<file path="src/rtl/scan_shift_pkg.sv">
`timescale 1ns/1ps
package scan_shift_pkg;
    parameter int BYTE_W  = 8;
    parameter int CNT_W   = 3;
    parameter int NUM_BUF = 2;

    localparam int PTR_W = (NUM_BUF > 1) ? $clog2(NUM_BUF) : 1;
    localparam int OCC_W = $clog2(NUM_BUF + 1);

    typedef logic [BYTE_W-1:0] byte_t;
    typedef logic [CNT_W-1:0]  cnt_t;
    typedef logic [PTR_W-1:0]  ptr_t;

    typedef struct packed {
        logic  full;
        byte_t data;
    } slot_t;

    localparam cnt_t LAST_BIT = cnt_t'(BYTE_W - 1);

    function automatic ptr_t ptr_next(input ptr_t p);
        return (p == ptr_t'(NUM_BUF - 1)) ? '0 : p + ptr_t'(1);
    endfunction

    function automatic logic bit_at(input byte_t b, input cnt_t idx);
        return b[idx];
    endfunction
endpackage

</file>
<file path="src/rtl/scan_buf_bank.sv">
`timescale 1ns/1ps
module scan_buf_bank
    import scan_shift_pkg::*;
(
    input  logic  clk,
    input  logic  rst,
    input  logic  wr_en,
    input  byte_t wr_data,
    input  logic  release_i,
    output slot_t head,
    output logic  not_full
);
    slot_t slots_q [NUM_BUF];
    ptr_t  wr_ptr_q;
    ptr_t  rd_ptr_q;
    logic  wr_accept;
    logic  [NUM_BUF-1:0] full_vec;

    always_comb begin
        for (int i = 0; i < NUM_BUF; i++) begin
            full_vec[i] = slots_q[i].full;
        end
    end

    assign not_full  = ~&full_vec;
    assign wr_accept = wr_en && !slots_q[wr_ptr_q].full;
    assign head      = slots_q[rd_ptr_q];

    always_ff @(posedge clk) begin
        if (rst) begin
            wr_ptr_q <= '0;
            rd_ptr_q <= '0;
            for (int i = 0; i < NUM_BUF; i++) begin
                slots_q[i] <= '0;
            end
        end else begin
            for (int i = 0; i < NUM_BUF; i++) begin
                if (release_i && rd_ptr_q == ptr_t'(i)) begin
                    slots_q[i].full <= 1'b0;
                end
                if (wr_accept && wr_ptr_q == ptr_t'(i)) begin
                    slots_q[i].full <= 1'b1;
                    slots_q[i].data <= wr_data;
                end
            end
            if (wr_accept) begin
                wr_ptr_q <= ptr_next(wr_ptr_q);
            end
            if (release_i) begin
                rd_ptr_q <= ptr_next(rd_ptr_q);
            end
        end
    end
endmodule

</file>
<file path="src/rtl/scan_out_stage.sv">
`timescale 1ns/1ps
module scan_out_stage
    import scan_shift_pkg::*;
(
    input  logic  clk,
    input  logic  rst,
    input  logic  shift_en,
    input  cnt_t  align_cnt,
    input  slot_t head,
    output logic  release_o,
    output logic  sdo
);
    logic do_shift;

    assign do_shift  = shift_en && head.full;
    assign release_o = do_shift && (align_cnt == LAST_BIT);

    always_ff @(posedge clk) begin
        if (rst) begin
            sdo <= 1'b0;
        end else if (do_shift) begin
            sdo <= bit_at(head.data, align_cnt);
        end
    end
endmodule

</file>
<file path="src/rtl/scan_tdo_shifter.sv">
`timescale 1ns/1ps
module scan_tdo_shifter
    import scan_shift_pkg::*;
(
    input  logic       clk,
    input  logic       rst,
    input  logic       wr_en,
    input  logic [7:0] wr_data,
    output logic       not_full,
    input  logic       shift_en,
    input  logic [2:0] align_cnt,
    output logic       sdo
);
    slot_t head;
    logic  release_w;

    scan_buf_bank i_bank (
        .clk       (clk),
        .rst       (rst),
        .wr_en     (wr_en),
        .wr_data   (byte_t'(wr_data)),
        .release_i (release_w),
        .head      (head),
        .not_full  (not_full)
    );

    scan_out_stage i_out (
        .clk       (clk),
        .rst       (rst),
        .shift_en  (shift_en),
        .align_cnt (cnt_t'(align_cnt)),
        .head      (head),
        .release_o (release_w),
        .sdo       (sdo)
    );
endmodule

</file>
<file path="config.mk">
export PLATFORM = sky130hd
export DESIGN_NAME = scan_tdo_shifter
export DESIGN_NICKNAME = d
export VERILOG_FILES = /design/src/rtl/scan_shift_pkg.sv /design/src/rtl/scan_buf_bank.sv /design/src/rtl/scan_out_stage.sv /design/src/rtl/scan_tdo_shifter.sv
export SDC_FILE = /design/constraint.sdc
export NUM_CORES = 1
export LEC_CHECK = 0
export CAP_MARGIN = 10
export CORE_MARGIN = 2
export CORE_UTILIZATION = 50
export CTS_CLUSTER_DIAMETER = 120
export DETAILED_ROUTE_END_ITERATION = 8
export DONT_BUFFER_PORTS = 1
export PLACE_DENSITY = 0.65
export SETUP_SLACK_MARGIN = 0.3
export SYNTH_ARGS = -nofsm -noshare
export SYNTH_HDL_FRONTEND = slang
export SYNTH_SLANG_ARGS = --single-unit
export TNS_END_PERCENT = 1
</file>
<file path="constraint.sdc">
create_clock -name clk -period 2.65 [get_ports clk]
set_input_delay 0.1325 -clock clk [delete_from_list [all_inputs] [get_ports clk]]
set_output_delay 0.1325 -clock clk [all_outputs]
set_load 0.03 [all_outputs]
</file>
## Word level (Yosys, flattened, before mapping)

Memory sizes are Yosys's and may differ from the RTL's. A register that Yosys moved wholly into a read port is not among the register bits.
Index checks and enable logic that the tools add are counted.

| storage, ports and cells | value |
|---|---|
| RAM bits | 18 |
| input port bits | 15 |
| memories kept | 1 |
| register bits after elaboration | 3 |
| word-level logic and storage cells | 54 |
| output and inout port bits | 2 |

Memory list:

| name | words | width | read ports | clocked after Yosys merged registers in | write ports | line | text |
|---|---|---|---|---|---|---|---|
| i_bank.slots_q | 2 | 9 | 4 | 2 | 2 | scan_buf_bank.sv:13 | `slot_t slots_q [NUM_BUF];` |

| cells by class | value |
|---|---|
| bitwise operators | 8 |
| $lt $le $gt $ge | 1 |
| eq/ne operators | 1 |
| $add $sub $neg | 2 |
| reduce and logical (&&, ||, !) cells | 10 |
| multiplexer cells | 28 |

Operator list:

| operator | number |
|---|---|
| $mux 1 | 25 |
| $mux 8 | 2 |
| $logic_and 1x1->1 | 7 |
| $or 1x1->1 | 6 |
| $lt 3x4->1 const B | 1 |
| $bmux 1 s3 | 1 |
| $eq 3x3->1 const B | 1 |
| $add 1x1->1 const B | 2 |
| $logic_not 1->1 | 2 |
| $not 1->1 | 2 |
| $reduce_and 2->1 | 1 |

## Logic depth before layout (Yosys ltp)

| logic depth | value |
|---|---|
| word-level depth | 8 |
| depth in mapped cells | 7 |
| depth with buffers taken out | 6 |

## By module

A second synthesis with hierarchy kept.

| unflattened totals | value |
|---|---|
| cell total of the unflattened synthesis | 87 |
| area, all modules | 1164.9 um^2 |

By module, submodules not included:

| module | cells each | area an instance (um^2) | times used | sequential area each (um^2) |
|---|---|---|---|---|
| scan_buf_bank | 75 | 1043.5 | 1 | 610.6 |
| scan_out_stage | 12 | 121.4 | 1 | 20.0 |

## Worst setup path before layout

OpenSTA, ideal clock, no wires.

| timing | value |
|---|---|
| path kind | register to register |
| from | reg with a tool-made name |
| to | mem i_bank.slots_q[0][0] (netlist bit), data pin |
| period minus slack after synthesis | 1831 ps |
| required time | 2395 ps |
| library setup time | 255 ps |
| data arrival time | 1576 ps |
| stages on the path, launching flop included | 8 |
| slack | 819 ps |
| buffers on the path | 1 |
| path through | dfxtp_1 buf_6 mux2_2 and3_1 ha_1 nor3_1 nor2_1 and2_1 |

RTL lines:

| item | line |
|---|---|
| end: declaration | scan_buf_bank.sv:13 |

==> results.sh <==
export IMPL_ys_ff_latch=23
export IMPL_clk_pin_slew_ns=0.13
export IMPL_max_stage_delay_ns=0.56
export IMPL_slew_viol_final=0
export IMPL_crit_buf_inv=0
export IMPL_fmax_mhz=475
export IMPL_syn_inst=87
export IMPL_post_dp_cell_area_um2=1120
export IMPL_grt_use_total_pct=15.9
export IMPL_cts_tree="yes"
export IMPL_arrival_ns=2.20
export IMPL_regArea_um2=631
export IMPL_worst_pin_slew_ns=0.579
export IMPL_grt_pass1_wl_um=2930
export IMPL_hold_viol=0
export IMPL_antenna_cells=0
export IMPL_yosysSeqAreaShare_pct=57.5
export IMPL_drtIter0Drc=16
export IMPL_ant_nets=0
export IMPL_place_inst=112
export IMPL_layout_drive_gt1_share_pct=11.3
export IMPL_grt_pass1_vias=680
export IMPL_syn2layout_area_growth_pct=11.7
export IMPL_ir_drop_mv=0.437
export IMPL_status="complete, no violations"
export IMPL_fillers=162
export IMPL_critPathMaxFanout=8
export IMPL_period_needed_ns=2.11
export IMPL_leakagePower_nw=0.465
export IMPL_antenna_found_initial=0
export IMPL_tns_ns=0
export IMPL_p_total_mw=0.710
export IMPL_setup_viol=0
export IMPL_preCtsSetupSlack_ns=0.546
export IMPL_grt_max_degree=15
export IMPL_design_area_um2=1230
export IMPL_clock_sinks=23
export IMPL_final_net_count=117
export IMPL_via_per_inst=5.40
export IMPL_start_kind="flip-flop"
export IMPL_final_cell_mix="and2_1, edfxtp_1, nor2_1, dlygate4sd3_1, dfxtp_1"
export IMPL_htreeDepth=1
export IMPL_holdWs_ns=0.00672
export IMPL_via_count=670
export IMPL_cts_repair_resized=0
export IMPL_synthDominantCellAreaShare_pct=46.5
export IMPL_cp_cell_sequence="mux2_2 > and3_1 > ha_1 > nor3_1 > nor2_1 > and2_1"
export IMPL_fin_util_pct=60.6
export IMPL_synth_area_leaders="edfxtp_1, dfxtp_1, and2_1, ha_1, mux2_2"
export IMPL_syn_cell_area_um2=1100
export IMPL_multi_input_area_um2=437
export IMPL_die_h_um=50.8
export IMPL_relSlewSlack_pct=61.3
export IMPL_clock_path_buffers=2
export IMPL_drc=0
export IMPL_syn_num_nets=106
export IMPL_drv_cap=0
export IMPL_hpwlAfterDp_um=1350
export IMPL_rows=16
export IMPL_rsz0062_at_grt="no"
export IMPL_wire_per_inst_um=15.3
export IMPL_skew_ns=0.00388
export IMPL_crit_slowest_cell="dfxtp_1"
export IMPL_fin_crit_sh_pct=79.5
export IMPL_yosysTopAreaCell="edfxtp_1"
export IMPL_cp_top_family="simple AND/OR/NAND/NOR gates"
export IMPL_pin_count=17
export IMPL_power_density_nw_per_um2=579
export IMPL_clockRootBuffer="clkbuf_4"
export IMPL_crit_type="reg -> reg"
export IMPL_end_kind="flip-flop"
export IMPL_design_die_area_um2=2590
export IMPL_grt_ovfl_total=0
export IMPL_start_util_pct=54.3
export IMPL_setup_slack_ns=0.543
export IMPL_avgSynthCellArea_um2=12.6
export IMPL_hold_class="in -> reg"
export IMPL_drt_pre_antenna_iters=3
export IMPL_cts_made_buffers=3
export IMPL_synth_warnings=0
export IMPL_required_ns=2.74
export IMPL_finalNonFillerCells=124
export IMPL_insertion_delay_ns=0.31
export IMPL_drt_wl_total_um=1900
export IMPL_gp_congestion=0.736
export IMPL_core_area_um2=2020
export IMPL_fp_dieW_um=50.8
export IMPL_portBuffers=0
export IMPL_synth_cell_types=27
-- power by group --
part | switching (mW) | internal [mW] | total (mW) | leakage [nW]
clock network | 0.108 | 0.0576 | 0.165 | 0.0139
logic | 0.0472 | 0.0499 | 0.0970 | 0.222
registers | 0.0185 | 0.429 | 0.448 | 0.229
total | 0.173 | 0.537 | 0.710 | 0.465
-- metal layers --
layer | global-route usage [%] | wire, um | up-vias
met3 | 5.85 | 109 | 0
met1 | 19.3 | 876 | 321
met5 | 0 | 0 | -
met4 | 2.70 | 0 | 0
met2 | 27.4 | 910 | 22
li1 | - | - | 327
-- registers in the layout (all words and copies together) (netlist names), named ones only --
| signal | flops |
|---|---|
| i_bank.slots_q | 18 |
| i_out.sdo | 1 |
| i_bank.rd_ptr_q | 1 |
| i_bank.wr_ptr_q | 1 |
-- cells in the mapped netlist, drive strengths merged --
cell / instances
clkbuf: 1
dfxtp: 6
nor2: 8
or3: 1
inv: 4
nand3: 1
a21oi: 1
a311o: 1
or2: 3
and3: 2
o22ai: 1
ha: 4
mux2i: 3
and2: 17
nor2b: 2
buf: 1
o21ai: 1
mux4: 2
edfxtp: 17
mux2: 3
nor3: 1
nand2: 2
xnor2: 2
a32oi: 1
o2111a: 1
nand2b: 1
-- cell families after synthesis --
logic type | after synthesis | synth area share [%]
compound gates | 6 | 4.22
xor+xnor | 2 | 1.60
fa+ha+maj | 4 | 4.56
buf+inv | 6 | 2.74
flops | 23 | 57.5
mux | 8 | 10.3
simple gates | 38 | 19.2
-- final timing paths --
path / startpoint / endpoint / slack (ns) / cells after the start
max: flip-flop / i_bank.slots_q[0][4] / 0.54 / 6
min: wr_data[4] / i_bank.slots_q[1][4] / 0.007 / 1
max reg2reg: flip-flop / i_bank.slots_q[0][4] / 0.54 / 6
min reg2reg: i_bank.wr_ptr_q / i_bank.wr_ptr_q / 0.58 / 2
-- layout make-up --
type | instances | area share [%]
multi-input cells | 58 | 35.6
clock inverters | 1 | 0.612
well taps | 27 | 2.76
flip-flops and latches | 23 | 51.4
repair buffers | 8 | 6.53
inverters | 4 | 1.22
clock buffers | 3 | 1.84
-- what timing repair did --
item | in CTS | in global routing
setup buffers | 0 | 0
hold endpoints to repair | 7 | 8
hold buffers | 1 | 7
(Power assumes the default switching activity.)
